**src/rtl/mfc_pkg.sv**
```systemverilog
package mfc_pkg;

    typedef struct packed {
        logic [7:0] irq_at;
        logic [7:0] off_at;
        logic [7:0] on_at;
    } thr_t;

    // Threshold row per trigger select: interrupt, RTS off, RTS back on.
    function automatic thr_t thresholds(input logic [1:0] sel);
        thr_t t;
        case (sel)
            2'd0:    begin t.irq_at = 8'd1;  t.off_at = 8'd4;  t.on_at = 8'd1;  end
            2'd1:    begin t.irq_at = 8'd4;  t.off_at = 8'd8;  t.on_at = 8'd4;  end
            2'd2:    begin t.irq_at = 8'd8;  t.off_at = 8'd12; t.on_at = 8'd8;  end
            default: begin t.irq_at = 8'd14; t.off_at = 8'd14; t.on_at = 8'd10; end
        endcase
        return t;
    endfunction

endpackage

```
**src/rtl/mfc_rts_hyst.sv**
```systemverilog
module mfc_rts_hyst #(
    parameter int LVL_W = 5
) (
    input  logic             clk,
    input  logic             rst_n,
    input  logic [LVL_W-1:0] rx_level,
    input  logic [1:0]       trig_sel,
    input  logic             auto_rts_en,
    input  logic             sw_rts_off,
    output logic             rts_out,
    output logic             rx_trig_irq
);
    import mfc_pkg::*;

    typedef struct packed {
        logic rts_off;
        logic irq;
    } st_t;

    st_t  st_d, st_q;
    thr_t thr;
    logic [7:0] lvl8;

    always_comb begin
        thr  = thresholds(trig_sel);
        lvl8 = 8'(rx_level);
        st_d = st_q;
        st_d.irq = (lvl8 >= thr.irq_at);
        if (!auto_rts_en) begin
            st_d.rts_off = 1'b0;
        end else if (lvl8 >= thr.off_at) begin
            st_d.rts_off = 1'b1;
        end else if (lvl8 <= thr.on_at) begin
            st_d.rts_off = 1'b0;
        end
    end

    always_ff @(posedge clk or negedge rst_n) begin
        if (!rst_n) begin
            st_q <= '0;
        end else begin
            st_q <= st_d;
        end
    end

    assign rts_out     = auto_rts_en ? st_q.rts_off : sw_rts_off;
    assign rx_trig_irq = st_q.irq;

    assert_rts_off_at_high_R3: assert property (@(posedge clk) disable iff (!rst_n)
        ($past(rst_n) && auto_rts_en && $past(auto_rts_en) && $past(lvl8 >= thr.off_at))
        |-> rts_out);

    assert_rts_on_at_low_R4: assert property (@(posedge clk) disable iff (!rst_n)
        ($past(rst_n) && auto_rts_en && $past(auto_rts_en) && $past(lvl8 <= thr.on_at)
         && !$past(lvl8 >= thr.off_at))
        |-> !rts_out);

    assert_irq_follows_level_R2: assert property (@(posedge clk) disable iff (!rst_n)
        $past(rst_n) |-> (rx_trig_irq == $past(lvl8 >= thr.irq_at)));

endmodule

```
**src/rtl/mfc_cts_sync.sv**
```systemverilog
module mfc_cts_sync #(
    parameter int SYNC_STAGES = 2
) (
    input  logic clk,
    input  logic rst_n,
    input  logic cts_in,
    input  logic cts_irq_en,
    input  logic flag_clr,
    output logic cts_sync,
    output logic cts_chg_flag
);
    typedef struct packed {
        logic [SYNC_STAGES-1:0] chain;
        logic                   prev;
        logic                   flag;
    } st_t;

    st_t  st_d, st_q;
    logic rise;

    always_comb begin
        st_d       = st_q;
        st_d.chain = {st_q.chain[SYNC_STAGES-2:0], cts_in};
        st_d.prev  = st_q.chain[SYNC_STAGES-1];
        rise       = st_q.chain[SYNC_STAGES-1] && !st_q.prev;
        if (rise && cts_irq_en) begin
            st_d.flag = 1'b1;
        end else if (flag_clr) begin
            st_d.flag = 1'b0;
        end
    end

    always_ff @(posedge clk or negedge rst_n) begin
        if (!rst_n) begin
            st_q <= '0;
        end else begin
            st_q <= st_d;
        end
    end

    assign cts_sync     = st_q.chain[SYNC_STAGES-1];
    assign cts_chg_flag = st_q.flag;

    assert_flag_needs_enable_R8: assert property (@(posedge clk) disable iff (!rst_n)
        $rose(cts_chg_flag) |-> $past(cts_irq_en));

    assert_flag_needs_edge_R8: assert property (@(posedge clk) disable iff (!rst_n)
        $rose(cts_chg_flag) |-> $past(cts_sync));

endmodule

```
**src/rtl/mfc_tx_gate.sv**
```systemverilog
module mfc_tx_gate (
    input  logic clk,
    input  logic rst_n,
    input  logic cts_sync,
    input  logic auto_cts_en,
    input  logic tx_char_done,
    output logic tx_pause
);
    typedef struct packed {
        logic pause;
    } st_t;

    st_t st_d, st_q;

    always_comb begin
        st_d = st_q;
        if (!auto_cts_en || !cts_sync) begin
            st_d.pause = 1'b0;
        end else if (tx_char_done) begin
            st_d.pause = 1'b1;
        end
    end

    always_ff @(posedge clk or negedge rst_n) begin
        if (!rst_n) begin
            st_q <= '0;
        end else begin
            st_q <= st_d;
        end
    end

    assign tx_pause = st_q.pause;

    assert_pause_at_boundary_R6: assert property (@(posedge clk) disable iff (!rst_n)
        $rose(tx_pause) |-> $past(tx_char_done));

    assert_pause_needs_auto_R9: assert property (@(posedge clk) disable iff (!rst_n)
        tx_pause |-> $past(auto_cts_en));

    assert_pause_drops_R7: assert property (@(posedge clk) disable iff (!rst_n)
        ($past(rst_n) && !$past(cts_sync)) |-> !tx_pause);

endmodule

```
**src/rtl/uart_modem_flow.sv**
```systemverilog
module uart_modem_flow #(
    parameter int FIFO_DEPTH  = 16,
    parameter int SYNC_STAGES = 2,
    localparam int LVL_W      = $clog2(FIFO_DEPTH + 1)
) (
    input  logic             clk,
    input  logic             rst_n,
    input  logic [LVL_W-1:0] rx_level,
    input  logic [1:0]       trig_sel,
    input  logic             auto_rts_en,
    input  logic             auto_cts_en,
    input  logic             cts_irq_en,
    input  logic             sw_rts_off,
    input  logic             cts_in,
    input  logic             tx_char_done,
    input  logic             flag_clr,
    output logic             rts_out,
    output logic             tx_pause,
    output logic             rx_trig_irq,
    output logic             cts_chg_flag
);
    logic cts_sync;

    mfc_rts_hyst #(.LVL_W(LVL_W)) rts_i (
        .clk         (clk),
        .rst_n       (rst_n),
        .rx_level    (rx_level),
        .trig_sel    (trig_sel),
        .auto_rts_en (auto_rts_en),
        .sw_rts_off  (sw_rts_off),
        .rts_out     (rts_out),
        .rx_trig_irq (rx_trig_irq)
    );

    mfc_cts_sync #(.SYNC_STAGES(SYNC_STAGES)) cts_i (
        .clk          (clk),
        .rst_n        (rst_n),
        .cts_in       (cts_in),
        .cts_irq_en   (cts_irq_en),
        .flag_clr     (flag_clr),
        .cts_sync     (cts_sync),
        .cts_chg_flag (cts_chg_flag)
    );

    mfc_tx_gate gate_i (
        .clk          (clk),
        .rst_n        (rst_n),
        .cts_sync     (cts_sync),
        .auto_cts_en  (auto_cts_en),
        .tx_char_done (tx_char_done),
        .tx_pause     (tx_pause)
    );

endmodule

```
**config.mk**
```make
export PLATFORM = sky130hd
export DESIGN_NAME = uart_modem_flow
export DESIGN_NICKNAME = d
export VERILOG_FILES = /design/src/rtl/mfc_pkg.sv /design/src/rtl/mfc_rts_hyst.sv /design/src/rtl/mfc_cts_sync.sv /design/src/rtl/mfc_tx_gate.sv /design/src/rtl/uart_modem_flow.sv
export SDC_FILE = /design/constraint.sdc
export NUM_CORES = 1
export LEC_CHECK = 0
export BUFFER_PORTS_ARGS = -buffer_cell sky130_fd_sc_hd__buf_2
export CAP_MARGIN = 20
export CORE_UTILIZATION = 26
export DETAILED_ROUTE_END_ITERATION = 6
export MAX_ROUTING_LAYER = met4
export PLACE_DENSITY = 0.47
export SLEW_MARGIN = 30
export SYNTH_ARGS = -nofsm -noshare
export SYNTH_HDL_FRONTEND = slang
export SYNTH_SLANG_ARGS = --single-unit
```
**constraint.sdc**
```tcl
create_clock -name clk -period 0.8 [get_ports clk]
set_input_delay 0.08 -clock clk [delete_from_list [all_inputs] [get_ports clk]]
set_output_delay 0.08 -clock clk [all_outputs]
set_load 0.05 [all_outputs]
```
==> metrics.md, run 1 <==
| Metric | Value |
|---|---|
| Routed vias | 433 |
| Worst Slack Setup Final | -0.3042 ns |
| CTS tree | done |
| Syn_area_per_cell | 10.04 um2 |
| First-pass DRT Iterations | 4 |
| Antenna Nets Post-Route | 0 |
| Core Region | 1541 um2 |
| Global-route wire length before repair | 1773 um |
| Most frequent cells in the layout | buf_2 (13), buf_4 (10), dfrtp_1 (5) |
| Global route overflow | 0 |
| Synth Net Count | 68 |
| Initial Util | 28.65% |
| Fin. Hold Viols | 0 |
| Antenna violations before repair | 0 |
| Worst Path Arrival | 1.02 ns |
| Drt initial violations | 5 |
| Worst setup startpoint | rts_i.st_q[1]$_DFFE_PN0P_ |
| Final nets | 104 |
| FILL cells | 146 |
| Clk buf depth | 2 |
| Worst setup SP type | flop |
| Worst hold path type | in2reg |
| Relative slew slack | 82.49% |
| Vias in the first global route | 402 |
| R2R setup slack | -0.09 ns |
| Peak supply drop | 1.123 mV |
| Number of cell rows | 14 |
| Die span in y | 43.22 um |
| Final Hold Slack | 0.01617 ns |
| Layout area overhead | 86.97% |
| Via density | 4.558 |
| GPL Wtd Cong | 0.7780 |
| Worst slew pin tran | 0.2622 ns |
| Layout Skew | 0.005773 ns |
| CP Capture Type | primary output |
| I/O pins | 20 |
| Critical path endpoint | rts_out |
| Distinct cells, synth | 17 |
| Reg2reg end | rts_i.st_q[1]$_DFFE_PN0P_ |
| Drt total wl | 1061 um |
| Die Area | 1868 um2 |
| Fin crit share | 138.0% |
| WL per Instance | 11.17 um |
| Pwr Density | 1375 nW/um2 |
| Sequential share of the synthesized area | 39.66% |
| Worst r2r path cells | 4 |
| Worst-Skew Late Latency | 0.25 ns |
| Clk sinks | 7 |
| Final setup fails | 6 |
| Critical path peak fanout | 2 |
| GRT Util Overall | 13.63% |
| FF+latch count, synth | 7 |
| Placement Cell Area | 645.6 um2 |
| Final min period | 1.104 ns |
| H-Tree Depth | 1 |
| Final instance area | 825.8 um2 |
| Root buffer cell | clkbuf_4 |
| Mapped Cells | 44 |
| Post-detail-place hpwl | 768.7 um |
| Critical path required time | 0.72 ns |
| Leakage Power | 0.4204 nW |
| R2r startpoint | rts_i.st_q[1]$_DFFE_PN0P_ |
| Crit Path Category | reg2out |
| I/O Buffers | 19 |
| Synth warn | 0 |
| Antenna diodes | 0 |
| Unrepaired setup endpoints after global routing | true |
| CTS buffer count | 3 |
| Outcome | finished with violations |
| Largest net degree at the start of global routing | 8 |
| Reg clk slew, reported paths | 0.05 ns |
| # Max-Cap Violations | 0 |
| Pwr Total | 0.001136 W |
| Final Max Tran Viols | 0 |
| Fmax achieved | 905.6 MHz |
| Mapped Area | 441.7 um2 |
| Commonest non-fill, non-tap cell in the layout | buf_2 |
| Failing checks | setup timing |
| # DRC | 0 |
| Die Wd | 43.22 um |
| Share of cells above drive strength 1 | 64.56% |
==> how the worst min path moves through the flow <==
stage,cells after the start,slack [ns],end,start
2_1_floorplan,0,-0.22,cts_i.cts_chg_flag$_DFFE_PN0P_,rst_n
4_1_cts,2,0.02,cts_i.cts_chg_flag$_DFFE_PN0P_,flag_clr
5_1_grt,2,0.02,cts_i.cts_chg_flag$_DFFE_PN0P_,flag_clr
6_report,2,0.02,cts_i.cts_chg_flag$_DFFE_PN0P_,flag_clr
3_3_place_gp,1,-0.08,cts_i.st_d[3]$_DFF_PN0_,rst_n
3_5_place_dp,1,-0.08,cts_i.cts_sync$_DFF_PN0_,rst_n
==> kinds of logic (layout without fill, tap and decap cells) <==
group,Yosys count,in the layout,share of synthesized area [%]
compound gates,12,12,19.83
fa+ha+maj,8,8,22.66
simple gates,8,8,8.499
buf+inv,8,43,6.799
flops,7,7,39.66
mux,1,1,2.549
==> state kept, by name, indices dropped and copies added (netlist names) <==
signal              cells
rts_i.rx_trig_irq       1
cts_i.st_q              1
gate_i.tx_pause         1
cts_i.st_d              1
cts_i.cts_chg_flag      1
cts_i.cts_sync          1
rts_i.st_q              1
==> synth_stat cells <==
cell type / n / area, um2
a211o_1: 1 / 8.760
o21ai_0: 2 / 10.01
o31ai_1: 1 / 7.510
nand2_1: 3 / 11.26
a2111oi_0: 1 / 8.760
nor2_1: 2 / 7.510
mux2_2: 1 / 11.26
o22ai_1: 2 / 12.51
inv_1: 8 / 30.03
ha_1: 8 / 100.1
nand4_1: 2 / 12.51
nand2b_1: 1 / 6.260
a211oi_1: 1 / 7.510
dfrtp_1: 7 / 175.2
a21o_1: 2 / 15.01
o21a_1: 1 / 7.510
o211a_1: 1 / 10.01
==> repair_timing <==
item | CTS | global route
endpoints found under the setup margin | 6 | 6
pin swaps | 7 | 6
buffers inserted | 1 | 1
gates resized for setup | 24 | 7
hold buffers | 2 | 0
endpoints found under the hold margin | 8 | 0
==> report_power, final <==
| group | internal (W) | switching [W] |
|---|---|---|
| Sequential | 0.000381 | 0.0000137 |
| Combinational | 0.000224 | 0.000201 |
| Clock | 0.000190 | 0.000126 |
| Total | 0.000795 | 0.000341 |
==> area by class of cell <==
type                    count  area, um2  area share, %
repair buffers             31      235.2          28.48
flip-flops and latches      7      177.7          21.52
multi-input cells          29      334.1          40.45
well taps                  16      20.02          2.424
clock buffers               4      26.28          3.182
inverters                   8      32.53          3.939
==> routing by layer <==
layer  GRT usage (%)  share of wire [%]  routed length, um  up-vias
li1                -                  -                  -      228
met2           17.61                 42                446       12
met1           18.68                 52                547      190
met4           5.455               0.85                  9        0
met5               -                  0                  0        -
met3           5.532                5.4                 57        3
==> worst max-delay path, cell delays in order (launching register included) <==
cell	delay, ns
dfrtp_1	0.37
mux2_4	0.26
buf_6	0.15
==> metrics by stage <==
stage | std cells | utilization (%) | setup slack (ns) | setup TNS (ns)
finish | 95 | 53.57 | -0.3042 | -0.9473
floorplan | 44 | - | -0.3793 | -0.6984
CTS | 94 | 51.06 | -0.3197 | -1.023
global placement | 87 | 41.88 | -0.5516 | -1.192
global route | 95 | 53.57 | -0.3551 | -1.125
detailed placement | 87 | 41.88 | -0.5699 | -1.209
(Power assumes the default switching activity.)
==> run 2: changes to the inputs <==
--- a/config.mk
+++ b/config.mk
@@ -7,9 +7,9 @@
 export LEC_CHECK = 0
 export BUFFER_PORTS_ARGS = -buffer_cell sky130_fd_sc_hd__buf_2
 export CAP_MARGIN = 20
+export CORE_MARGIN = 10
 export CORE_UTILIZATION = 26
 export DETAILED_ROUTE_END_ITERATION = 6
-export MAX_ROUTING_LAYER = met4
 export PLACE_DENSITY = 0.47
 export SLEW_MARGIN = 30
 export SYNTH_ARGS = -nofsm -noshare
==> run 2 against run 1 <==
The flow still finishes with violations (setup timing). Fmax down 1.4%. Register-to-register slack improved by 0.11 ns. Clock power about the same. Worst setup slack lost 0.015 ns. Die area rose by 100%. Count of clock-buffer cells in the layout is the same.
==> metrics.md, run 2 (synthesis results as in run 1) <==
| Metric | Value |
|---|---|
| Failing checks | setup timing |
| Worst slew pin tran | 0.2646 ns |
| Hold Path End | cts_i.cts_chg_flag$_DFFE_PN0P_ |
| WL per Instance | 13.04 um |
| Final Hold Slack | 0.01514 ns |
| GRT Util Overall | 6.404% |
| R2r startpoint | rts_i.st_q[1]$_DFFE_PN0P_ |
| Pwr Density | 1351 nW/um2 |
| Worst-Skew Late Latency | 0.25 ns |
| Unrepaired setup endpoints after global routing | true |
| Critical path required time | 0.72 ns |
| Fmax achieved | 893.3 MHz |
| H-Tree Depth | 1 |
| Post-detail-place hpwl | 927.5 um |
| Relative slew slack | 82.32% |
| Crit Path Category | reg2out |
| Via density | 4.777 |
| Pwr Total | 0.001148 W |
| Die Area | 3747 um2 |
| # Max-Cap Violations | 0 |
| Routed vias | 449 |
| Commonest non-fill, non-tap cell in the layout | buf_2 |
| # DRC | 0 |
| CTS tree | done |
| Share of cells above drive strength 1 | 66.67% |
| Fin crit share | 139.9% |
| Fin. Hold Viols | 0 |
| Layout area overhead | 92.35% |
| Hold path startpoint | flag_clr |
| Die span in y | 61.22 um |
| GPL Wtd Cong | 0.7393 |
| I/O pins | 20 |
| First-pass DRT Iterations | 2 |
| Reg2reg end | rts_i.st_q[1]$_DFFE_PN0P_ |
| Clk sinks | 7 |
| Final min period | 1.119 ns |
| CP Capture Type | primary output |
| Antenna diodes | 0 |
| Number of cell rows | 14 |
| Antenna Nets Post-Route | 0 |
| Core Region | 1559 um2 |
| Peak supply drop | 1.218 mV |
| Worst Hold Depth | 2 |
| Worst hold path type | in2reg |
| Largest net degree at the start of global routing | 8 |
| Worst setup SP type | flop |
| Drt total wl | 1226 um |
| Critical path peak fanout | 2 |
| Leakage Power | 0.4200 nW |
| I/O Buffers | 19 |
| Vias in the first global route | 437 |
| Final Max Tran Viols | 0 |
| Most frequent cells in the layout | buf_2 (13), buf_6 (7), buf_4 (6), ha_4 (5), dfrtp_1 (5) |
| FILL cells | 134 |
| Die Wd | 61.22 um |
| Worst Path Arrival | 1.04 ns |
| Worst r2r path cells | 3 |
| Final setup fails | 6 |
| Global-route wire length before repair | 1780 um |
| Worst setup startpoint | rts_i.st_q[1]$_DFFE_PN0P_ |
| Root buffer cell | clkbuf_4 |
| Worst Slack Setup Final | -0.3194 ns |
| Initial Util | 28.33% |
| Antenna violations before repair | 0 |
| CTS buffer count | 3 |
| Drt initial violations | 7 |
| Outcome | finished with violations |
| Layout Skew | 0.007616 ns |
| Clk buf depth | 2 |
| R2R setup slack | 0.02 ns |
| Global route overflow | 0 |
| Final nets | 103 |
| Reg clk slew, reported paths | 0.05 ns |
[run 2: cell count changes in the layout (fill, tap and decap cells not counted), sizes merged]
cell and delta:
buf -1
[run 2: worst max path at each step]
stage	to	slack (ns)
2_1_floorplan	rts_i.rx_trig_irq$_DFF_PN0_	-0.38
3_3_place_gp	rts_i.st_q[1]$_DFFE_PN0P_	-0.56
3_5_place_dp	rts_i.st_q[1]$_DFFE_PN0P_	-0.57
4_1_cts	rts_out	-0.33
5_1_grt	rts_out	-0.36
6_report	rts_out	-0.32
[run 2: power breakdown]
| part | internal (W) | switching, W | total [W] |
|---|---|---|---|
| sequential | 0.000381 | 0.0000135 | 0.000394 |
| clock | 0.000190 | 0.000123 | 0.000313 |
| combinational | 0.000232 | 0.000209 | 0.000441 |
| total | 0.000802 | 0.000346 | 0.00115 |
[run 2: metal layers]
| layer | global-route usage [%] | wire [um] | vias up |
|---|---|---|---|
| met3 | 4.733 | 106 | 0 |
| met5 | 0 | 0 | - |
| met2 | 9.320 | 586 | 13 |
| met1 | 7.529 | 534 | 208 |
| li1 | - | - | 228 |
| met4 | 0.9772 | 0 | 0 |
[run 2: stage by stage]
step	instance area, um2	setup slack, ns	TNS, ns	cells	utilization (%)
5_1_grt	849.6	-0.3638	-1.128	94	54.49
4_1_cts	775.7	-0.3277	-1.022	94	49.76
2_1_floorplan	470.5	-0.3793	-0.6984	44	-
3_5_place_dp	653.1	-0.5701	-1.230	88	41.89
3_3_place_gp	653.1	-0.5626	-1.213	88	41.89
6_report	849.6	-0.3194	-0.9140	94	54.49
[run 2: timing repair]
item | 4_1_cts | 5_1_grt
hold buffers | 2 | 0
setup endpoints to repair | 6 | 6
hold endpoints to repair | 8 | 0
pin swaps | 6 | 10
setup buffers | 0 | 1
resized for setup | 23 | 14
[run 2: critical path, cell delays in order (launching register included)]
cell and delay [ns]:
dfrtp_1 0.38, mux2_4 0.26, buf_6 0.15
[run 2: final cells by class]
| cell class | instances | area, um2 | area share [%] |
|---|---|---|---|
| clock buffers | 4 | 26.28 | 3.093 |
| repair buffers | 30 | 239.0 | 28.13 |
| inverters | 8 | 35.03 | 4.124 |
| well taps | 16 | 20.02 | 2.356 |
| flip-flops and latches | 7 | 177.7 | 20.91 |
| multi-input cells | 29 | 351.6 | 41.38 |
